File: config.mk
export PLATFORM = sky130hd
export DESIGN_NAME = prio_irq_ctrl
export DESIGN_NICKNAME = d
export VERILOG_FILES = /design/src/rtl/irq_pkg.sv /design/src/rtl/irq_regfile.sv /design/src/rtl/irq_arbiter.sv /design/src/rtl/irq_sequencer.sv /design/src/rtl/prio_irq_ctrl.sv
export SDC_FILE = /design/constraint.sdc
export NUM_CORES = 1
export LEC_CHECK = 0
export ABC_AREA = 0
export BUFFER_PORTS_ARGS = -buffer_cell sky130_fd_sc_hd__buf_4
export CAP_MARGIN = 20
export CORE_UTILIZATION = 44
export CTS_BUF_LIST = sky130_fd_sc_hd__clkbuf_2
export DETAILED_ROUTE_END_ITERATION = 7
export PLACE_DENSITY = 0.68
export SLEW_MARGIN = 10
export SYNTH_ARGS = -nofsm -noshare
export SYNTH_HDL_FRONTEND = slang
export SYNTH_SLANG_ARGS = --single-unit
File: constraint.sdc
create_clock -name clk -period 73.7 [get_ports clk]
set_input_delay 0 -clock clk [delete_from_list [all_inputs] [get_ports clk]]
set_output_delay 0 -clock clk [all_outputs]
set_load 0.005 [all_outputs]
File: src/rtl/irq_pkg.sv
package irq_pkg;
    localparam int ADDR_W = 10;
    localparam int DATA_W = 32;
    localparam int ID_W   = 8;
    localparam int PRIO_W = 8;

    // Region code taken from bus_addr[9:6]
    localparam logic [3:0] RGN_CTRL  = 4'h0;
    localparam logic [3:0] RGN_SETEN = 4'h1;
    localparam logic [3:0] RGN_CLREN = 4'h2;
    localparam logic [3:0] RGN_SETPD = 4'h3;
    localparam logic [3:0] RGN_CLRPD = 4'h4;

    typedef enum logic [1:0] {
        ST_IDLE    = 2'd0,
        ST_SIGNAL  = 2'd1,
        ST_HOLDOFF = 2'd2
    } seq_state_e;
endpackage

File: src/rtl/irq_regfile.sv
module irq_regfile
    import irq_pkg::*;
#(
    parameter int NUM_IRQ = 32
) (
    input  logic                             clk,
    input  logic                             rst_n,
    input  logic                             bus_sel,
    input  logic                             bus_we,
    input  logic [ADDR_W-1:0]                bus_addr,
    input  logic [DATA_W-1:0]                bus_wdata,
    output logic [DATA_W-1:0]                bus_rdata,
    input  logic [NUM_IRQ-1:0]               irq_req,
    input  logic [NUM_IRQ-1:0]               ack_clr,
    output logic [NUM_IRQ-1:0]               en_q,
    output logic [NUM_IRQ-1:0]               pend_q,
    output logic [NUM_IRQ-1:0][PRIO_W-1:0]   prio_q,
    output logic [DATA_W-1:0]                vbase_q,
    output logic                             wake_en_q,
    output logic                             wake_o
);
    localparam int LANES = DATA_W / PRIO_W;

    logic       wr;
    logic [3:0] rgn;
    logic [3:0] bank;
    logic [6:0] pword;
    logic       unused_addr_lsb;

    assign wr    = bus_sel & bus_we;
    assign rgn   = bus_addr[9:6];
    assign bank  = bus_addr[5:2];
    assign pword = bus_addr[8:2];
    assign unused_addr_lsb = |bus_addr[1:0];

    logic [NUM_IRQ-1:0] set_en, clr_en, set_pd, clr_pd;
    logic [NUM_IRQ-1:0] req_q, rise, pend_d;

    for (genvar i = 0; i < NUM_IRQ; i++) begin : g_line
        localparam int BK = i / DATA_W;
        localparam int BT = i % DATA_W;
        localparam int PW = i / LANES;
        localparam int PL = i % LANES;

        logic bit_hit;
        assign bit_hit   = wr && !bus_addr[9] && (bank == BK[3:0]) && bus_wdata[BT];
        assign set_en[i] = bit_hit && (rgn == RGN_SETEN);
        assign clr_en[i] = bit_hit && (rgn == RGN_CLREN);
        assign set_pd[i] = bit_hit && (rgn == RGN_SETPD);
        assign clr_pd[i] = bit_hit && (rgn == RGN_CLRPD);

        always_ff @(posedge clk or negedge rst_n) begin
            if (!rst_n) begin
                prio_q[i] <= '0;
            end else if (wr && bus_addr[9] && (pword == PW[6:0])) begin
                prio_q[i] <= bus_wdata[PRIO_W*PL +: PRIO_W];
            end
        end
    end

    // A new request edge wins over any clear in the same cycle
    assign rise   = irq_req & ~req_q;
    assign pend_d = (pend_q & ~clr_pd & ~ack_clr) | set_pd | rise;

    always_ff @(posedge clk or negedge rst_n) begin
        if (!rst_n) begin
            en_q      <= '0;
            pend_q    <= '0;
            req_q     <= '0;
            vbase_q   <= '0;
            wake_en_q <= 1'b0;
            wake_o    <= 1'b0;
        end else begin
            en_q   <= (en_q & ~clr_en) | set_en;
            pend_q <= pend_d;
            req_q  <= irq_req;
            wake_o <= wake_en_q & (|(pend_d & ~pend_q));
            if (wr && (rgn == RGN_CTRL) && (bank == 4'd0)) begin
                wake_en_q <= bus_wdata[0];
            end
            if (wr && (rgn == RGN_CTRL) && (bank == 4'd1)) begin
                vbase_q <= bus_wdata;
            end
        end
    end

    always_comb begin
        bus_rdata = '0;
        if (bus_addr[9]) begin
            for (int i = 0; i < NUM_IRQ; i++) begin
                if (pword == 7'(i / LANES)) begin
                    bus_rdata[PRIO_W*(i % LANES) +: PRIO_W] = prio_q[i];
                end
            end
        end else begin
            case (rgn)
                RGN_CTRL: begin
                    if (bank == 4'd0) bus_rdata[0] = wake_en_q;
                    if (bank == 4'd1) bus_rdata    = vbase_q;
                end
                RGN_SETEN, RGN_CLREN: begin
                    for (int i = 0; i < NUM_IRQ; i++) begin
                        if (bank == 4'(i / DATA_W)) bus_rdata[i % DATA_W] = en_q[i];
                    end
                end
                RGN_SETPD, RGN_CLRPD: begin
                    for (int i = 0; i < NUM_IRQ; i++) begin
                        if (bank == 4'(i / DATA_W)) bus_rdata[i % DATA_W] = pend_q[i];
                    end
                end
                default: bus_rdata = '0;
            endcase
        end
    end
endmodule

File: src/rtl/irq_arbiter.sv
module irq_arbiter
    import irq_pkg::*;
#(
    parameter int NUM_IRQ = 32
) (
    input  logic [NUM_IRQ-1:0]             cand,
    input  logic [NUM_IRQ-1:0][PRIO_W-1:0] prio,
    output logic                           found,
    output logic [ID_W-1:0]                win_id
);
    logic [PRIO_W-1:0] best;

    // Ascending scan with strict compare: equal urgency keeps the lower index
    always_comb begin
        found  = 1'b0;
        win_id = '0;
        best   = '1;
        for (int i = 0; i < NUM_IRQ; i++) begin
            if (cand[i] && (!found || (prio[i] < best))) begin
                found  = 1'b1;
                best   = prio[i];
                win_id = ID_W'(i);
            end
        end
    end
endmodule

File: src/rtl/irq_sequencer.sv
module irq_sequencer
    import irq_pkg::*;
#(
    parameter int NUM_IRQ = 32
) (
    input  logic               clk,
    input  logic               rst_n,
    input  logic               found,
    input  logic [ID_W-1:0]    win_id,
    input  logic [DATA_W-1:0]  vbase,
    input  logic               ack_i,
    output logic               irq_o,
    output logic [ID_W-1:0]    irq_id_o,
    output logic [DATA_W-1:0]  vec_o,
    output logic [NUM_IRQ-1:0] ack_clr
);
    seq_state_e state_q, state_d;
    logic       ack_fire;

    always_ff @(posedge clk or negedge rst_n) begin
        if (!rst_n) state_q <= ST_IDLE;
        else        state_q <= state_d;
    end

    always_comb begin
        state_d = state_q;
        unique case (state_q)
            ST_IDLE:    if (found) state_d = ST_SIGNAL;
            ST_SIGNAL: begin
                if (ack_i)       state_d = ST_HOLDOFF;
                else if (!found) state_d = ST_IDLE;
            end
            ST_HOLDOFF: state_d = found ? ST_SIGNAL : ST_IDLE;
            default:    state_d = ST_IDLE;
        endcase
    end

    always_ff @(posedge clk or negedge rst_n) begin
        if (!rst_n) begin
            irq_id_o <= '0;
            vec_o    <= '0;
        end else if (state_d == ST_SIGNAL) begin
            irq_id_o <= win_id;
            vec_o    <= vbase + DATA_W'({win_id, 2'b00});
        end
    end

    assign irq_o    = (state_q == ST_SIGNAL);
    assign ack_fire = irq_o & ack_i;

    for (genvar i = 0; i < NUM_IRQ; i++) begin : g_ack
        assign ack_clr[i] = ack_fire && (irq_id_o == ID_W'(i));
    end
endmodule

File: src/rtl/prio_irq_ctrl.sv
module prio_irq_ctrl
    import irq_pkg::*;
#(
    parameter int NUM_IRQ = 32
) (
    input  logic               clk,
    input  logic               rst_n,
    input  logic               bus_sel,
    input  logic               bus_we,
    input  logic [ADDR_W-1:0]  bus_addr,
    input  logic [DATA_W-1:0]  bus_wdata,
    output logic [DATA_W-1:0]  bus_rdata,
    input  logic [NUM_IRQ-1:0] irq_req,
    input  logic               ack_i,
    output logic               irq_o,
    output logic [ID_W-1:0]    irq_id_o,
    output logic [DATA_W-1:0]  vec_o,
    output logic               wake_o
);
    logic [NUM_IRQ-1:0]             en_q, pend_q, ack_clr;
    logic [NUM_IRQ-1:0][PRIO_W-1:0] prio_q;
    logic [DATA_W-1:0]              vbase_q;
    logic                           wake_en_q;
    logic                           found;
    logic [ID_W-1:0]                win_id;

    irq_regfile #(.NUM_IRQ(NUM_IRQ)) u_regs (
        .clk(clk), .rst_n(rst_n),
        .bus_sel(bus_sel), .bus_we(bus_we), .bus_addr(bus_addr),
        .bus_wdata(bus_wdata), .bus_rdata(bus_rdata),
        .irq_req(irq_req), .ack_clr(ack_clr),
        .en_q(en_q), .pend_q(pend_q), .prio_q(prio_q),
        .vbase_q(vbase_q), .wake_en_q(wake_en_q), .wake_o(wake_o)
    );

    irq_arbiter #(.NUM_IRQ(NUM_IRQ)) u_arb (
        .cand(pend_q & en_q), .prio(prio_q),
        .found(found), .win_id(win_id)
    );

    irq_sequencer #(.NUM_IRQ(NUM_IRQ)) u_seq (
        .clk(clk), .rst_n(rst_n),
        .found(found), .win_id(win_id), .vbase(vbase_q), .ack_i(ack_i),
        .irq_o(irq_o), .irq_id_o(irq_id_o), .vec_o(vec_o), .ack_clr(ack_clr)
    );
endmodule

==> metrics.yaml <==
crit_path_frequent_cell: "a21oi_1"
synth_area_leaders: "dfrtp_1 (34%), mux2_2 (11%), ha_1 (6.6%)"
boundaryPins: 153
syn2layout_area_growth_pct: 19.3
yosysTopAreaCell: "dfrtp_1"
total_leakage_power_nw: 17.7
dp_hpwl_um: 90300
seqPwrFrac: 0.392
cpMaxStageDelayCell: "o41ai_4"
switching_share: 0.404
arrival_ns: 70.66
grt_max_degree: 164
pwr_density_cell_nw_per_um2: 18.2
synth-main-ff-cell: "dfrtp_1"
root_buffer: "clkbuf_2"
cts_tree: "done"
grt_usage: 0.365
fin_crit_ns: 69.46
hold_class: "in -> reg"
synth_area_um2: 31100
clk_pin_slew_ns: 0.11
netlist.area_leader.share: 0.342
syn_avg_cell_area_um2: 9.03
drive_gt1_frac: 0.213
synthCells: 3442
cp_max_fo: 23
timing.final.crit_share: 0.943
drt_iter0_markers: 4499
ys_seq_area_frac: 0.342
drv_slew: 0
grt_setup_unrepaired: "false"
clk_path_buf_depth: 3
cp-end-kind: "flop"
clkLatencyLatePin_ns: 1.29
multiInputGateArea_um2: 19200
async_flop_share: 1.00
gp_congestion: 1.01
vias: 31500
grt_pass1_wl_um: 193000
final_antenna_net_count: 0
fin_skew_ns: 0.165
fp.dieW_um: 268
antenna_found_initial: 11
p_sw_w: 0.000272
vias_per_cell: 6.50
setup_tns_ns: 0
io_buffers: 147
synth_seq_cells: 425
max_clock_freq_mhz: 14.4
yosys_warnings: 0
initial_core_util: 0.444
clockPowerShare: 0.265
drv_cap: 0
combPwrFrac: 0.343
first_pass_iters: 8
synth_edf_count: 0
ys_types: 112
grt_pass1_vias: 29500
dieArea_um2: 71700
hold_viol: 0
crit_path_max_incr_delay_ns: 0.59
tightest_slew_ns: 1.24
power.internal_w: 0.000402
post_drt_wl_per_cell_um: 27.3
core.rowCount: 97
crit_required_ns: 74.89
violations: "DRC"
max-slew-margin-rel: 0.168
status: "finished, violations left"
nets: 4061
die_h_um: 268
start_kind: "flop"
core_um2: 69900
seq_area_um2: 10600
drc: 5
htreeDepth: 3
peakVddDrop_uv: 14.1
cts_buffers: 114
final_core_util: 0.530
ys_top_cells_by_count: "dfrtp_1 (425), nand2_1 (425), mux2_2 (301)"
gr-total-overflow: 0
setup_viol: 0
n_fill_cell: 6286
wirelength_um: 132000
path_class: "reg -> reg"
cts.sinks: 425
[power groups by stage]
stage | Sequential, W | Clock (W) | Combinational [W]
after global routing | 0.000265 | 0.000191 | 0.000250
after detailed placement | 0.000267 | 0 | 0.000204
after CTS | 0.000263 | 0.000177 | 0.000219
after floorplan | 0.000258 | 0 | 0.000141
after global placement | 0.000267 | 0 | 0.000202
final | 0.000265 | 0.000179 | 0.000231
[what timing repair did]
| item | 4_1_cts | 5_1_grt |
|---|---|---|
| gates resized for setup | 0 | 32 |
| hold buffers | 253 | 1 |
| endpoints found under the hold margin | 793 | 4 |
| buffers inserted | 0 | 11 |
| endpoints found under the setup margin | 0 | 35 |
[cell usage in the layout (no fill, tap or decap), types with 24 or more instances in the layout]
cell / netlist / layout
mux2i_1: 92 / 92
nor2b_1: 56 / 56
a22o_1: 34 / 34
o211ai_1: 70 / 70
a21o_1: 61 / 61
and3_1: 30 / 30
dfrtp_1: 425 / 423
o221ai_1: 36 / 36
clkbuf_2: 0 / 167
buf_4: 6 / 197
mux2_2: 301 / 301
inv_1: 185 / 185
a31oi_1: 25 / 25
nand3_1: 65 / 64
dlygate4sd3_1: 0 / 241
o21ai_0: 169 / 169
ha_1: 164 / 164
o22a_1: 37 / 37
clkinv_1: 2 / 24
nor2_1: 198 / 191
nand2_1: 425 / 422
nand4_1: 39 / 39
a21oi_1: 203 / 200
a22oi_1: 100 / 100
o22ai_1: 25 / 25
xnor2_1: 32 / 32
o221a_2: 32 / 32
[critical path, delay by kind of cell, from the launching register on]
family / cells / cell delay [ns]
fa+ha+maj: 33 / 9.59
compound gates: 161 / 34.52
buf+inv: 35 / 4.02
flops: 1 / 0.54
xor+xnor: 1 / 0.17
mux: 12 / 3.77
simple gates: 92 / 16.56
[sequential cells by signal (all words and copies together) (netlist names)]
signal,cells
u_regs.prio_q,256
u_regs.en_q,32
u_regs.pend_q,32
u_regs.req_q,32
u_regs.vbase_q,32
u_seq.vec_o,32
u_seq.irq_id_o,5
u_seq.state_q,2
u_regs.wake_en_q,1
u_regs.wake_o,1
[final timing paths]
check | slack, ns | cells past startpoint | start | end
setup reg to reg | 4.24 | 334 | u_regs.pend_q[0] | u_seq.vec_o[28]
max in group asynchronous | 71.68 | 6 | rst_n | u_regs.prio_q[136]
hold reg to reg | 0.49 | 2 | u_seq.vec_o[10] | u_seq.vec_o[10]
min in group asynchronous | 0.46 | 5 | rst_n | u_seq.vec_o[5]
setup / recovery | 4.24 | 334 | u_regs.pend_q[0] | u_seq.vec_o[28]
hold / removal | 0.13 | 4 | bus_wdata[27] | u_regs.en_q[27]
[per-stage QoR]
stage                     total power [W]  setup slack (ns)  cell area [um2]  hold slack, ns  cells
after floorplan                  0.000399             12.33            31100          -0.296   3444
after global placement           0.000469              1.91            33000          0.0393   4371
after detailed placement         0.000472              1.32            33000          0.0435   4372
after CTS                        0.000658             0.969            36700          0.0230   4825
after global routing             0.000706            0.0240            37100           0.174   4842
final                            0.000674              4.24            37100           0.132   4844
[per-layer routing]
| layer | track usage | part of all wire |
|---|---|---|
| met5 | 0.00946 | 0.0013 |
| met4 | 0.223 | 0.069 |
| met3 | 0.119 | 0.14 |
| met2 | 0.519 | 0.41 |
| met1 | 0.478 | 0.38 |
[logic make-up after synthesis]
kind of cell	count (synthesis)	synth area share
AND/OR/NAND/NOR	971	0.144
flip-flops	425	0.342
other	1	0.000121
buffers and inverters	388	0.0481
adder cells (fa/ha/maj)	179	0.0712
XOR/XNOR	49	0.0138
multiplexers	402	0.143
AO/OA/AOI/OAI	1027	0.237
[layout make-up]
| cell class | count | share of cell area |
|---|---|---|
| diodes | 3 | 0.000203 |
| clock buffers | 167 | 0.0226 |
| clock inverters | 33 | 0.00517 |
| inverters | 187 | 0.0189 |
| multi-input cells | 2631 | 0.519 |
| flip-flops and latches | 425 | 0.287 |
| well taps | 940 | 0.0317 |
| repair buffers | 458 | 0.116 |
Power figures use the tool's default switching activity.
